**src/rtl/psw_pkg.sv**
```systemverilog
package psw_pkg;
  localparam int WORD_W = 8;

  // Bit positions in the status word (order is architectural)
  localparam int B_NEG  = 7;
  localparam int B_OVF  = 6;
  localparam int B_PAGE = 5;
  localparam int B_BRK  = 4;
  localparam int B_HALF = 3;
  localparam int B_IEN  = 2;
  localparam int B_ZERO = 1;
  localparam int B_CARRY = 0;

  // Strobes from control to datapath
  typedef struct packed {
    logic loadAll;
    logic nWe;
    logic nFromMem;
    logic vWe;
    logic vClr;
    logic vFromMem;
    logic hWe;
    logic hClr;
    logic hSub;
    logic gSet;
    logic gClr;
    logic iSet;
    logic iClr;
    logic bSet;
    logic zWe;
    logic cWe;
  } psw_ctl_t;
endpackage

```
**src/rtl/psw_ctrl.sv**
```systemverilog
module psw_ctrl
  import psw_pkg::*;
(
  input  logic     updN,
  input  logic     updV,
  input  logic     updH,
  input  logic     updZ,
  input  logic     updC,
  input  logic     opIsSub,
  input  logic     bitTest,
  input  logic     cmdSetPage,
  input  logic     cmdClrPage,
  input  logic     cmdIntEnable,
  input  logic     cmdIntDisable,
  input  logic     cmdClrOvf,
  input  logic     cmdBreak,
  input  logic     intAck,
  input  logic     loadWord,
  output psw_ctl_t ctl
);
  always_comb begin
    ctl          = '0;
    ctl.loadAll  = loadWord;
    // negative: bit-test operand has precedence over the ALU
    ctl.nWe      = bitTest | updN;
    ctl.nFromMem = bitTest;
    // overflow: clear command has precedence, then bit-test, then ALU
    ctl.vClr     = cmdClrOvf;
    ctl.vWe      = bitTest | updV;
    ctl.vFromMem = bitTest;
    // half carry shares the clear command with overflow
    ctl.hClr     = cmdClrOvf;
    ctl.hWe      = updH;
    ctl.hSub     = opIsSub;
    // page select: clear wins
    ctl.gClr     = cmdClrPage;
    ctl.gSet     = cmdSetPage & ~cmdClrPage;
    // interrupt enable: any clear source wins
    ctl.iClr     = cmdIntDisable | intAck;
    ctl.iSet     = cmdIntEnable & ~(cmdIntDisable | intAck);
    ctl.bSet     = cmdBreak;
    ctl.zWe      = updZ;
    ctl.cWe      = updC;
  end
endmodule

```
**src/rtl/psw_datapath.sv**
```systemverilog
module psw_datapath
  import psw_pkg::*;
(
  input  logic              clk,
  input  logic              rstN,
  input  psw_ctl_t          ctl,
  input  logic [WORD_W-1:0] aluResult,
  input  logic              aluCarry,
  input  logic              aluCarry3,
  input  logic              aluNoBorrow4,
  input  logic              aluOverflow,
  input  logic [WORD_W-1:0] memOperand,
  input  logic [WORD_W-1:0] loadData,
  output logic [WORD_W-1:0] word
);
  logic [WORD_W-1:0] flagNext;
  logic [WORD_W-1:0] flagWe;
  logic              resultZero;

  assign resultZero = (aluResult == '0);

  // per-flag next value and write enable
  always_comb begin
    flagNext = word;
    flagWe   = '0;

    flagWe[B_NEG]   = ctl.nWe;
    flagNext[B_NEG] = ctl.nFromMem ? memOperand[WORD_W-1] : aluResult[WORD_W-1];

    flagWe[B_OVF]   = ctl.vClr | ctl.vWe;
    flagNext[B_OVF] = ctl.vClr ? 1'b0 :
                      (ctl.vFromMem ? memOperand[WORD_W-2] : aluOverflow);

    flagWe[B_HALF]   = ctl.hClr | ctl.hWe;
    flagNext[B_HALF] = ctl.hClr ? 1'b0 : (ctl.hSub ? aluNoBorrow4 : aluCarry3);

    flagWe[B_PAGE]   = ctl.gSet | ctl.gClr;
    flagNext[B_PAGE] = ctl.gSet;

    flagWe[B_IEN]    = ctl.iSet | ctl.iClr;
    flagNext[B_IEN]  = ctl.iSet;

    flagWe[B_BRK]    = ctl.bSet;
    flagNext[B_BRK]  = 1'b1;

    flagWe[B_ZERO]   = ctl.zWe;
    flagNext[B_ZERO] = resultZero;

    flagWe[B_CARRY]   = ctl.cWe;
    flagNext[B_CARRY] = aluCarry;
  end

  // one storage cell per flag; full-word load overrides everything
  for (genvar i = 0; i < WORD_W; i++) begin : g_cell
    always_ff @(posedge clk or negedge rstN) begin
      if (!rstN)
        word[i] <= 1'b0;
      else if (ctl.loadAll)
        word[i] <= loadData[i];
      else if (flagWe[i])
        word[i] <= flagNext[i];
    end
  end
endmodule

```
**src/rtl/status_word_reg.sv**
```systemverilog
module status_word_reg
  import psw_pkg::*;
#(
  parameter int PAGE_W = 8
) (
  input  logic              clk,
  input  logic              rstN,
  input  logic [WORD_W-1:0] aluResult,
  input  logic              aluCarry,
  input  logic              aluCarry3,
  input  logic              aluNoBorrow4,
  input  logic              aluOverflow,
  input  logic              opIsSub,
  input  logic              updN,
  input  logic              updV,
  input  logic              updH,
  input  logic              updZ,
  input  logic              updC,
  input  logic              bitTest,
  input  logic [WORD_W-1:0] memOperand,
  input  logic              cmdSetPage,
  input  logic              cmdClrPage,
  input  logic              cmdIntEnable,
  input  logic              cmdIntDisable,
  input  logic              cmdClrOvf,
  input  logic              cmdBreak,
  input  logic              intAck,
  input  logic              loadWord,
  input  logic [WORD_W-1:0] loadData,
  output logic [WORD_W-1:0] statusWord,
  output logic [PAGE_W-1:0] pageHigh
);
  psw_ctl_t ctl;

  psw_ctrl u_ctrl (
    .updN(updN), .updV(updV), .updH(updH), .updZ(updZ), .updC(updC),
    .opIsSub(opIsSub), .bitTest(bitTest),
    .cmdSetPage(cmdSetPage), .cmdClrPage(cmdClrPage),
    .cmdIntEnable(cmdIntEnable), .cmdIntDisable(cmdIntDisable),
    .cmdClrOvf(cmdClrOvf), .cmdBreak(cmdBreak), .intAck(intAck),
    .loadWord(loadWord), .ctl(ctl)
  );

  psw_datapath u_dp (
    .clk(clk), .rstN(rstN), .ctl(ctl),
    .aluResult(aluResult), .aluCarry(aluCarry), .aluCarry3(aluCarry3),
    .aluNoBorrow4(aluNoBorrow4), .aluOverflow(aluOverflow),
    .memOperand(memOperand), .loadData(loadData), .word(statusWord)
  );

  assign pageHigh = {{(PAGE_W-1){1'b0}}, statusWord[B_PAGE]};
endmodule

```
**config.mk**
```make
export PLATFORM = sky130hd
export DESIGN_NAME = status_word_reg
export DESIGN_NICKNAME = d
export VERILOG_FILES = /design/src/rtl/psw_pkg.sv /design/src/rtl/psw_ctrl.sv /design/src/rtl/psw_datapath.sv /design/src/rtl/status_word_reg.sv
export SDC_FILE = /design/constraint.sdc
export NUM_CORES = 1
export LEC_CHECK = 0
export BUFFER_PORTS_ARGS = -buffer_cell sky130_fd_sc_hd__buf_2
export CORE_MARGIN = 4
export CORE_UTILIZATION = 30
export DETAILED_ROUTE_END_ITERATION = 6
export PLACE_DENSITY = 0.82
export SETUP_SLACK_MARGIN = 0.4
export SLEW_MARGIN = 20
export SYNTH_ARGS = -nofsm -noshare
export SYNTH_HDL_FRONTEND = slang
export SYNTH_SLANG_ARGS = --single-unit
```
**constraint.sdc**
```tcl
create_clock -name clk -period 0.95 [get_ports clk]
set_input_delay 0.1425 -clock clk [delete_from_list [all_inputs] [get_ports clk]]
set_output_delay 0.1425 -clock clk [all_outputs]
set_load 0.02 [all_outputs]
```
==> summary.md <==
| Metric | Value |
|---|---|
| Post-Route WL | `1.308 mm` |
| Yosys reg bits | `8` |
| Flop2flop setup slack | `-30 ps` |
| Share of cells above drive strength 1 | `62.63%` |
| Root Buffer | `clkbuf_4` |
| Final hold vios | `0` |
| FFs w/ async S/R, synth | `100.0%` |
| Power Total | `979.0 uW` |
| Placed Area | `689.4 um^2` |
| Die width | `47.50 um` |
| Post-Layout Cell Count | `114` |
| Worst setup EP type | `register` |
| PwrDens | `1232 nW/um^2` |
| Die area | `2256 um^2` |
| Slowest CP cell | `dfrtp_2` |
| Fin crit period | `983.8 ps` |
| Ports | `61` |
| Number of global-route vias before repair | `514` |
| WHS | `55.40 ps` |
| CP bufs+invs | `0` |
| Clk slew on worst S/H paths | `60 ps` |
| Layout Skew | `0 ps` |
| Register area share after synthesis | `42.78%` |
| Critical path arrival | `1110 ps` |
| All-Layer GR Usage | `12.61%` |
| # rows | `13` |
| Layout area overhead | `69.79%` |
| Synth top area share | `42.78%` |
| Synth top cells by count | `8 x buf_4, 8 x dfrtp_1, 6 x nand2_1` |
| CTS buffer count | `3` |
| Filler Cell Count | `141` |
| Cell leakage power | `0.4269 nW` |
| Number of remaining DRC errors | `0` |
| Fmax | `1.016 GHz` |
| CP peak stage delay | `400 ps` |
| Cell variety after synth | `18` |
| Vias | `521` |
| Placed Cells | `108` |
| Remaining antenna violation count after routing | `0` |
| Pins Over Slew Limit | `0` |
| CTS H-tree lvls | `1` |
| Cell taking the most area after synthesis | `dfrtp_1` |
| Top_reg_cell synth | `dfrtp_1` |
| Final setup vio count | `3` |
| Port Buffers | `47` |
| Period utilization | `103.6%` |
| Post-synth EDFFs | `0` |
| Max FFs per register | `8` |
| Worst slack at placement | `-24.76 ps` |
| Initial Utilization | `33.85%` |
| Final setup margin | `-33.81 ps` |
| Vias/cell | `4.570` |
| Grt ovf | `0` |
| RSZ-0062 raised after global routing | `true` |
| Cell Area, Synth | `467.9 um^2` |
| Drt initial violations | `3` |
| Most flops, register | `u_dp.word` |
| Worst Hold Launch | `cmdIntDisable` |
| Synth warnings | `0` |
| Largest registers ranked by flip-flop count | `u_dp.word x8` |
| Final setup TNS | `-62.95 ps` |
| Clock buffer depth | `2` |
| Worst EP required | `1080 ps` |
| CP cell instances | `mux2i_1, o21ai_1, mux2_2` |
| Worst hold path class | `in2reg` |
| Critical Path Source | `u_dp.word[7]` |
| Max-cap violations | `0` |
| Violated checks | `setup timing` |
| Family with the most delay on the worst path | `flip-flops` |
| Post-Syn Area per Cell | `9.749 um^2` |
| Hpwl dp | `1.065 mm` |
| Crit-path max FO | `2` |
| Worst setup SP type | `register` |
| Die height | `47.50 um` |
| CTS tree | `built` |
| Maximum vdd drop | `0.8540 mV` |
| Largest net degree at the start of global routing | `13` |
| Placer Congestion | `0.6340` |
| Routed len/inst | `11.47 um` |
| Status | `complete, but fails checks` |
| Crit path kind | `reg2reg` |
| Layout net count | `145` |
| Initial DRT Pass Iterations | `4` |
| Final Core Density | `57.47%` |
| CORE AREA | `1383 um^2` |
| Largest cells by area after synthesis | `dfrtp_1 43%, buf_4 13%, mux2i_1 8.6%` |
| Final Cell Area | `794.5 um^2` |
| N_diodes | `0` |
| First-pass GRT wire length | `1.883 mm` |
| Reg2reg start | `u_dp.word[7]` |
| Initial antenna violation count | `0` |
| Synthesized instance count | `48` |
| Worst skew pair latency | `250 ps` |
| Clock Sinks | `8` |
## power by group
group,leakage (nW),total (mW),internal [mW],switching [mW]
combinational,0.323,0.307,0.160,0.147
clock,0.0150,0.274,0.161,0.114
sequential,0.0891,0.397,0.375,0.0222
## kinds of logic (layout without fill, tap and decap cells)
kind of cell | Yosys count | in the layout | synth area share [%]
and+or+nand+nor | 13 | 13 | 12.03
AOI/OAI and AO/OA | 10 | 10 | 14.97
buffers and inverters | 10 | 55 | 16.04
DFF | 8 | 8 | 42.78
muxes | 6 | 6 | 13.37
other | 1 | 7 | 0.8014
## worst paths after layout
check / depth (start not counted) / end
worst max-delay path: 3 / u_dp.word[7]
worst min-delay path: 2 / u_dp.word[2]
worst max register to register: 3 / u_dp.word[7]
worst min register to register: 2 / u_dp.word[0]
max in group asynchronous: 2 / u_dp.word[5]
min in group asynchronous: 2 / u_dp.word[2]
## metal layers
layer | global-route usage (%) | share of wire, % | vias to the layer above
li1 | - | - | 255
met1 | 9.722 | 30 | 231
met2 | 26.20 | 55 | 35
met3 | 7.519 | 15 | 0
met4 | 1.657 | 0 | 0
met5 | 0 | 0 | -
## timing repair
item	in CTS	in global routing
setup endpoints to repair	17	17
pin swaps	1	1
cloned	0	0
buffers inserted	0	1
resized for setup	15	5
hold buffers	1	0
endpoints found under the hold margin	8	0
## cell usage in the layout (no fill, tap or decap), types with 2 or more instances in the layout
cell type,count
mux2_2,2
dfrtp_2,7
nor4_1,2
o21ai_1,3
mux2i_1,4
conb_1,7
nor2_1,3
o31ai_1,2
clkbuf_4,3
nand2_1,6
buf_2,39
buf_6,9
## worst register-to-register path, delay by kind of cell (launching register included)
family,cells,cell delay [ps]
AO/OA/AOI/OAI,1,70
multiplexers,2,390
flip-flops,1,400
## layout make-up
type	instances	area, um^2	share of cell area (%)
inverters	1	3.754	0.4724
repair buffers	50	314.1	39.53
clock buffers	4	26.28	3.307
multi-input cells	36	222.7	28.03
flip-flops and latches	8	209.0	26.30
well taps	15	18.77	2.362
(Power assumes the default switching activity.)
